--- src/rtl/bau_pkg.sv ---
package bau_pkg;

    typedef logic [3:0] func_t;

    localparam func_t FN_AND  = 4'b1000;
    localparam func_t FN_XOR  = 4'b0110;
    localparam func_t FN_CPYA = 4'b1100;
    localparam func_t FN_NAND = 4'b0111;

    typedef struct packed {
        logic a;
        logic b;
    } bit_pair_t;

    function automatic logic eval_fn(func_t f, bit_pair_t p);
        return f[{p.a, p.b}];
    endfunction

endpackage

--- src/rtl/bau_zero_det.sv ---
module bau_zero_det #(
    parameter int ZW = 16
) (
    input  logic [ZW-1:0] word_i,
    output logic          zero_o
);
    logic [ZW:0] chain;

    assign chain[0] = 1'b1;
    for (genvar i = 0; i < ZW; i++) begin : g_red
        assign chain[i+1] = chain[i] & ~word_i[i];
    end

    assign zero_o = chain[ZW];
endmodule

--- src/rtl/bau_bitfile.sv ---
module bau_bitfile #(
    parameter int NBITS = 32,
    parameter int AW    = $clog2(NBITS) + 1
) (
    input  logic          clk,
    input  logic          rst,
    input  logic [AW-1:0] raddr_a,
    input  logic [AW-1:0] raddr_b,
    input  logic          zero_i,
    output logic          rdata_a,
    output logic          rdata_b,
    input  logic          we,
    input  logic [AW-1:0] waddr,
    input  logic          wdata
);
    localparam logic [AW-1:0] ZSEL = AW'(NBITS);

    logic [NBITS-1:0] flags;

    for (genvar i = 0; i < NBITS; i++) begin : g_cell
        always_ff @(posedge clk) begin
            if (rst)
                flags[i] <= 1'b0;
            else if (we && waddr == AW'(i))
                flags[i] <= wdata;
        end
    end

    always_comb begin
        rdata_a = 1'b0;
        rdata_b = 1'b0;
        for (int i = 0; i < NBITS; i++) begin
            if (raddr_a == AW'(i)) rdata_a = flags[i];
            if (raddr_b == AW'(i)) rdata_b = flags[i];
        end
        if (raddr_a == ZSEL) rdata_a = zero_i;
        if (raddr_b == ZSEL) rdata_b = zero_i;
    end


    idle_hold_chk: assert property (@(posedge clk) disable iff (rst)
        !we |=> $stable(flags));


    oor_write_chk: assert property (@(posedge clk) disable iff (rst)
        (we && waddr >= ZSEL) |=> $stable(flags));
endmodule

--- src/rtl/bau_trap.sv ---
module bau_trap #(
    parameter int NBITS = 32,
    parameter int AW    = $clog2(NBITS) + 1
) (
    input  logic          clk,
    input  logic          rst,
    input  logic          fire_i,
    input  logic [AW-1:0] dst_i,
    input  logic          wbit_i,
    input  logic          arm_i,
    input  logic [AW-1:0] watch_i,
    input  logic          match_val_i,
    output logic          trap_o
);
    localparam logic [AW-1:0] ZSEL = AW'(NBITS);

    logic hit;

    always_comb begin
        hit = fire_i && arm_i && (dst_i == watch_i) && (dst_i < ZSEL)
              && (wbit_i == match_val_i);
    end

    always_ff @(posedge clk) begin
        if (rst) trap_o <= 1'b0;
        else     trap_o <= hit;
    end


    trap_cause_chk: assert property (@(posedge clk) disable iff (rst)
        trap_o |-> $past(fire_i && arm_i));


    trap_disarmed_chk: assert property (@(posedge clk) disable iff (rst)
        !arm_i |=> !trap_o);
endmodule

--- src/rtl/bit_alter_unit.sv ---
module bit_alter_unit
    import bau_pkg::*;
#(
    parameter int NBITS = 32,
    parameter int ZW    = 16,
    parameter int AW    = $clog2(NBITS) + 1
) (
    input  logic          clk,
    input  logic          rst,
    input  logic          op_valid,
    input  logic [AW-1:0] src_a,
    input  logic [AW-1:0] src_b,
    input  logic [AW-1:0] dst,
    input  logic [3:0]    func,
    input  logic [ZW-1:0] zd_word,
    input  logic          trap_en,
    input  logic [AW-1:0] trap_addr,
    input  logic          trap_val,
    output logic          result,
    output logic          res_valid,
    output logic          trap_req
);
    logic      zero_flag;
    bit_pair_t pair;
    logic      new_bit;

    bau_zero_det #(.ZW(ZW)) u_zd (
        .word_i (zd_word),
        .zero_o (zero_flag)
    );

    bau_bitfile #(.NBITS(NBITS), .AW(AW)) u_file (
        .clk     (clk),
        .rst     (rst),
        .raddr_a (src_a),
        .raddr_b (src_b),
        .zero_i  (zero_flag),
        .rdata_a (pair.a),
        .rdata_b (pair.b),
        .we      (op_valid),
        .waddr   (dst),
        .wdata   (new_bit)
    );

    always_comb new_bit = eval_fn(func_t'(func), pair);

    bau_trap #(.NBITS(NBITS), .AW(AW)) u_trap (
        .clk         (clk),
        .rst         (rst),
        .fire_i      (op_valid),
        .dst_i       (dst),
        .wbit_i      (new_bit),
        .arm_i       (trap_en),
        .watch_i     (trap_addr),
        .match_val_i (trap_val),
        .trap_o      (trap_req)
    );

    always_ff @(posedge clk) begin
        if (rst) begin
            result    <= 1'b0;
            res_valid <= 1'b0;
        end else begin
            res_valid <= op_valid;
            if (op_valid) result <= new_bit;
        end
    end


    strobe_follow_chk: assert property (@(posedge clk) disable iff (rst)
        op_valid |=> res_valid);


    idle_quiet_chk: assert property (@(posedge clk) disable iff (rst)
        !op_valid |=> (!res_valid && !trap_req));


    result_hold_chk: assert property (@(posedge clk) disable iff (rst)
        !op_valid |=> $stable(result));
endmodule

--- config.mk ---
export PLATFORM = sky130hd
export DESIGN_NAME = bit_alter_unit
export DESIGN_NICKNAME = d
export VERILOG_FILES = /design/src/rtl/bau_pkg.sv /design/src/rtl/bau_zero_det.sv /design/src/rtl/bau_bitfile.sv /design/src/rtl/bau_trap.sv /design/src/rtl/bit_alter_unit.sv
export SDC_FILE = /design/constraint.sdc
export NUM_CORES = 1
export LEC_CHECK = 0
export BUFFER_PORTS_ARGS = -buffer_cell sky130_fd_sc_hd__buf_2
export CORE_MARGIN = 3
export CORE_UTILIZATION = 35
export DETAILED_ROUTE_END_ITERATION = 7
export PLACE_DENSITY_LB_ADDON = 0.25
export SLEW_MARGIN = 20
export SYNTH_ARGS = -nofsm -noshare
export SYNTH_HDL_FRONTEND = slang
export SYNTH_SLANG_ARGS = --single-unit
--- constraint.sdc ---
create_clock -name clk -period 2.7 [get_ports clk]
set_clock_uncertainty 0.2 [all_clocks]
set_input_delay 0.27 -clock clk [delete_from_list [all_inputs] [get_ports clk]]
set_output_delay 0.27 -clock clk [all_outputs]
set_load 0.02 [all_outputs]
==> Word-level counts from Yosys, hierarchy flattened <==
Index checks and enable logic that the tools add are counted.
{ "totals": {"rom_bits": 0, "latchBits": 0, "input_bits": 49, "register_bits": 35, "ramBits": 0, "mem_count": 0} }
{ "classes": {"reduce_logical": 39, "n_mux": 68, "div": 0, "n_eq_ne": 97, "shifts": 0, "bitwise_logic": 31, "multipliers": 0, "n_addsub": 0, "n_lt_le_gt_ge": 2} }
{ "op_table": {"columns": ["op", "count"], "rows": [
  ["$eq 6x5->1 const B", 48],
  ["$eq 6x4->1 const B", 24],
  ["$eq 6x3->1 const B", 12],
  ["$mux 1", 67],
  ["$eq 6x2->1 const B", 6],
  ["$logic_and 1x1->1", 36],
  ["$eq 6x1->1 const B", 3],
  ["$logic_not 6->1", 3],
  ["$not 1->1", 16],
  ["$and 1x1->1", 15],
  ["$eq 6x6->1 const B", 2],
  ["$eq 6x6->1", 1],
  ["$lt 6x6->1 const B", 1],
  ["$lt 2x3->1 const B", 1],
  ["$bmux 1 s2", 1],
  ["$eq 1x1->1", 1]
]} }

==> Depth between registers and ports, before layout <==
{ "logic_depth": {"word_depth": 38, "depth_mapped": 11, "mapped_depth_nobuf": 8} }

==> Cells and area by module <==
Synthesis repeated with hierarchy kept, for this count alone.
{ "hier_totals": {"hier_cells": 354, "area_unflattened_um2": 2628.8} }
{ "by_module_without_submodules": {"columns": ["mod", "cells_per_inst", "area_per_inst_um2", "n_inst"], "rows": [
  ["bau_bitfile", 328, 2382.3, 1],
  ["bit_alter_unit", 10, 110.1, 1],
  ["bau_trap", 11, 102.6, 1],
  ["bau_zero_det", 5, 33.8, 1]
]} }

==> Least setup slack after synthesis <==
OpenSTA, ideal clock, no wires.
{ "synth_timing": {"kind": "input -> register", "start": "input src_b[1]", "end": "register u_file.flags[10]", "path_stages": 10, "setup_time_ns": 0.143, "required_ns": 2.357, "setup_slack_ns": 0.127, "n_path_buf": 3, "arrival_time_ns": 2.230, "cell_sequence": "buf_2 > buf_4 > a32o_1 > or4_4 > a211o_1 > a32oi_1 > nand4b_2 > nand2_4 > buf_6 > o41ai_2"} }
{ "synth_between": {"elab_chain_len": 36} }
{ "synth_rtl": {"columns": ["item", "line", "source"], "rows": [
  ["from (decl)", "bit_alter_unit.sv:12", "input logic [AW-1:0] src_b,"],
  ["$logic_not 6->1", "bau_bitfile.sv:34", "if (raddr_b == AW'(i)) rdata_b = flags[i];"],
  ["$mux 1 (32 in a row)", "bau_bitfile.sv:34", null],
  ["$mux 1 (*)", "bau_bitfile.sv:37", "if (raddr_b == ZSEL) rdata_b = zero_i;"],
  ["$bmux 1 s2 (*)", "bau_pkg.sv:16", "return f[{p.a, p.b}];"],
  ["$mux 1 (implied by the code) (*)", "bau_pkg.sv:16", null],
  ["to (signal, indexed assignment)", "bau_bitfile.sv:25", "flags[i] <= wdata;"],
  ["to (decl)", "bau_bitfile.sv:18", "logic [NBITS-1:0] flags;"]
]} }
Every way passes the cells marked *; elsewhere a longest branch is shown, timed or not. The select of a mux whose other input is x is not followed.
A chain may end at the register's enable or synchronous reset.

==> Final worst setup path <==
{ "layout_timing": {"start": "register u_file.flags[0]", "end": "register u_file.flags[9]"} }
{ "layout_between": {"elab_chain_len": 35} }
{ "layout_rtl": {"columns": ["item", "line"], "rows": [
  ["$mux 1, on equally long branches (32 in a row)", "bau_bitfile.sv:34, bau_bitfile.sv:33"],
  ["$mux 1, on equally long branches", "bau_bitfile.sv:37, bau_bitfile.sv:36"],
  ["$bmux 1 s2 (*)", "bau_pkg.sv:16"],
  ["$mux 1 (implied by the code) (*)", "bau_pkg.sv:16"]
]} }
Marks and branches as above.

==> impl_metrics.env <==
export IMPL_run_status="finished clean"
export IMPL_first_pass_iters=5
export IMPL_critPathLaunchType="flop"
export IMPL_synth_area_per_cell_sq_um=8.22
export IMPL_fin_hold_ws_ns=0.0958
export IMPL_yosys_area_top_type_share_pct=23.8
export IMPL_critPathCaptureType="flop"
export IMPL_postSynth_asyncResetShare_pct=0
export IMPL_period_minus_slack_ns=2.60
export IMPL_start_util_pct=37.1
export IMPL_cp_required_ns=2.67
export IMPL_cts_root_buffer_cell="sky130_fd_sc_hd__clkbuf_8"
export IMPL_totalWireLength_um=9630
export IMPL_via_count_of_the_first_global_routing_pass=2943
export IMPL_overall_power_w=0.00138
export IMPL_synthCells=358
export IMPL_post_synth_top_area_cell="sky130_fd_sc_hd__dfxtp_1"
export IMPL_synth_cell_types=64
export IMPL_holdBufCountCts=0
export IMPL_worst_skew_pair_late_latency_ns=0.30
export IMPL_p_leak_nw=1.53
export IMPL_fin_crit_sh_pct=96.4
export IMPL_rsz_0062_raised_after_global_routing="true"
export IMPL_worst_hold_path_type="in2reg"
export IMPL_avgRoutedWirePerCell_um=17.4
export IMPL_route_antenna_remaining_nets=0
export IMPL_area_growth_synth_to_final_pct=33.8
export IMPL_max_clock_path_buffers=2
export IMPL_post_placement_cell_count=543
export IMPL_drt_iter0_drc=171
export IMPL_tightest_slew_ns=0.596
export IMPL_power_density_mw_per_mm2=351
export IMPL_dieHeight_um=97.7
export IMPL_detailedPlacementHpwl_um=7580
export IMPL_design_core_area_sq_mm=0.00793
export IMPL_cp_data_arrival_time_ns=2.57
export IMPL_share_of_layout_cells_above_drive_strength_1_pct=35.8
export IMPL_setup_reg_to_reg_worst_slack_ns=0.1
export IMPL_maximum_number_of_pins_on_one_net_before_global_route_repair=50
export IMPL_fp_dieArea_sq_mm=0.00954
export IMPL_max_freq_mhz=384
export IMPL_antenna_found_initial=0
export IMPL_reg2reg_from="u_file.flags[0]"
export IMPL_leading_post_synthesis_cells_by_cell_area="sky130_fd_sc_hd__dfxtp_1 (24%), sky130_fd_sc_hd__nand3b_1 (7.1%), sky130_fd_sc_hd__o41ai_2 (6.6%), sky130_fd_sc_hd__o31ai_1 (5.4%), sky130_fd_sc_hd__nor2b_1 (4.3%)"
export IMPL_clkTransAtPathRegs_ns=0.07
export IMPL_dr_total_vias=3187
export IMPL_synth_cell_area_sq_mm=0.00294
export IMPL_grtUsageTotal_pct=19.7
export IMPL_worst_r2r_cell_count=9
export IMPL_holdCritStartpoint="op_valid"
export IMPL_fillerInstances=782
export IMPL_hold_path_endpoint="result"
export IMPL_timing_hold_violations_final=0
export IMPL_placementRows=32
export IMPL_cap_viol_max_count=0
export IMPL_report_final_slew_viol_count=0
export IMPL_worstReg2RegEnd="u_file.flags[9]"
export IMPL_grt_first_pass_wirelength_um=15400
export IMPL_count_of_flip_flops_with_a_built_in_enable_after_synthesis=0
export IMPL_cts_buffers_inserted=5
export IMPL_final_util_pct=49.7
export IMPL_yosys_warnings=0
export IMPL_number_of_synthesized_register_bits=35
export IMPL_setup_viol=0
export IMPL_pin_count=52
export IMPL_worst_ir_drop_vdd_uv=285
export IMPL_synth_cells_most_frequent="sky130_fd_sc_hd__dfxtp_1 (35), sky130_fd_sc_hd__nand2_1 (33), sky130_fd_sc_hd__nand3b_1 (28), sky130_fd_sc_hd__o31ai_1 (21), sky130_fd_sc_hd__nor2b_1 (20)"
export IMPL_buffer_ports_inserted=51
export IMPL_dieWidth_um=97.7
export IMPL_synth_nets=407
export IMPL_seq_area_frac_synth_pct=23.8
export IMPL_max_slew_margin_pct=60.2
export IMPL_postSynth_topFlopCell="sky130_fd_sc_hd__dfxtp_1"
export IMPL_overflow=0
export IMPL_routability_driven_placement_congestion_ratio=0.918
export IMPL_post_synth_top_count_cell="sky130_fd_sc_hd__dfxtp_1"
export IMPL_critPathKind="reg2reg"
export IMPL_ff_latch_area_sq_um=703
export IMPL_antenna_cells_inserted=0
export IMPL_htree_num_levels=2
export IMPL_multiInputGateArea_sq_mm=0.00218
export IMPL_viasPerCell=5.77
export IMPL_drc=0
export IMPL_min_delay_path_depth=3
export IMPL_instances_no_fill=552
export IMPL_cts_tree="built"
export IMPL_cts_sink_count=35
export IMPL_layout_nets=498
export IMPL_critical_path_max_fanout=7
per-stage QoR:
| step | cell area, sq um | setup slack (ns) | setup TNS (ns) |
|---|---|---|---|
| after global routing | 3940 | 0.000446 | 0 |
| final | 3940 | 0.0963 | 0 |
| after CTS | 3810 | 0.00532 | 0 |
| after detailed placement | 3700 | -0.176 | -3.65 |
| after floorplan | 2940 | 0.127 | 0 |
| after global placement | 3700 | -0.0788 | -1.24 |
timing repair:
action,in CTS,in global routing
hold endpoints to repair,0,0
gates resized for setup,0,20
endpoints found under the setup margin,0,33
buffers inserted,0,1
logic make-up (layout without fill, tap and decap cells):
kind of cell              Yosys count  count (layout)  share of synthesized area (%)
buffers and inverters              32             124                           5.78
muxes                              15              15                           5.70
xor gates and xnor gates            5               5                           1.49
and+or+nand+nor                   174             174                           35.1
AOI/OAI and AO/OA                  97              97                           28.1
DFF                                35              35                           23.8
metal layers:
layer	track usage [%]	vias up	part of all wire, %
met5	0	-	0
met4	5.64	0	1.9
met3	2.87	13	6.5
met2	31.0	123	45
met1	27.7	1501	46
li1	-	1550	-
cell usage in the layout, fill, tap and decap left out, types with 5 or more instances in the layout:
cell type	netlist	final
sky130_fd_sc_hd__nor4_1	6	6
sky130_fd_sc_hd__o31ai_1	21	20
sky130_fd_sc_hd__inv_1	6	6
sky130_fd_sc_hd__buf_2	7	51
sky130_fd_sc_hd__o21ai_0	18	18
sky130_fd_sc_hd__nand3_1	12	11
sky130_fd_sc_hd__nor3_1	11	11
sky130_fd_sc_hd__nor2_1	17	17
sky130_fd_sc_hd__buf_12	0	7
sky130_fd_sc_hd__nand2_1	33	33
sky130_fd_sc_hd__nand3b_1	28	28
sky130_fd_sc_hd__dfxtp_1	35	33
sky130_fd_sc_hd__o41ai_2	12	13
sky130_fd_sc_hd__clkbuf_8	0	5
sky130_fd_sc_hd__nor2b_1	20	20
sky130_fd_sc_hd__a21oi_1	7	6
sky130_fd_sc_hd__buf_4	1	51
sky130_fd_sc_hd__mux2i_1	10	10
sky130_fd_sc_hd__nand2b_1	16	16
how the worst max path moves through the flow:
| stage | start | to | slack [ns] | depth (start not counted) |
|---|---|---|---|---|
| finish | u_file.flags[0] | u_file.flags[9] | 0.1 | 9 |
| CTS | u_file.flags[19] | u_file.flags[9] | 0.005 | 9 |
| global placement | src_b[2] | u_file.flags[8] | -0.08 | 11 |
| floorplan | src_b[1] | u_file.flags[10] | 0.13 | 10 |
| global route | u_file.flags[0] | u_file.flags[9] | 0.0004 | 9 |
| detailed placement | src_a[0] | u_file.flags[25] | -0.18 | 10 |
state kept, by name, indices dropped and copies added, names as in the netlist:
register       count
u_file.flags      32
result             1
res_valid          1
u_trap.trap_o      1
report_power, final:
part / switching, W / internal [W] / leakage, nW
clock: 0.000206 / 0.000275 / 0.0581
combinational: 0.000202 / 0.000176 / 1.19
sequential: 0.00000369 / 0.000520 / 0.283
total: 0.000411 / 0.000971 / 1.53
final cells by class:
class	instances	area share [%]
Clock inverter	3	1.11
Multi-Input combinational cell	291	55.4
Clock buffer	5	1.75
Sequential cell	35	17.9
Timing Repair Buffer	110	20.1
Tap cell	102	3.24
Inverter	6	0.572
worst max-delay path, cell delays in order, from the launching register on:
cell                       delay [ns]
sky130_fd_sc_hd__dfxtp_2         0.33
sky130_fd_sc_hd__mux2_2          0.26
sky130_fd_sc_hd__a32o_1          0.20
sky130_fd_sc_hd__or4_4           0.44
sky130_fd_sc_hd__a211o_1         0.32
sky130_fd_sc_hd__a32oi_2         0.21
sky130_fd_sc_hd__nand4b_4        0.14
sky130_fd_sc_hd__nand2_4         0.14
sky130_fd_sc_hd__buf_6           0.16
sky130_fd_sc_hd__o41ai_2         0.08
(Power assumes the default switching activity.)
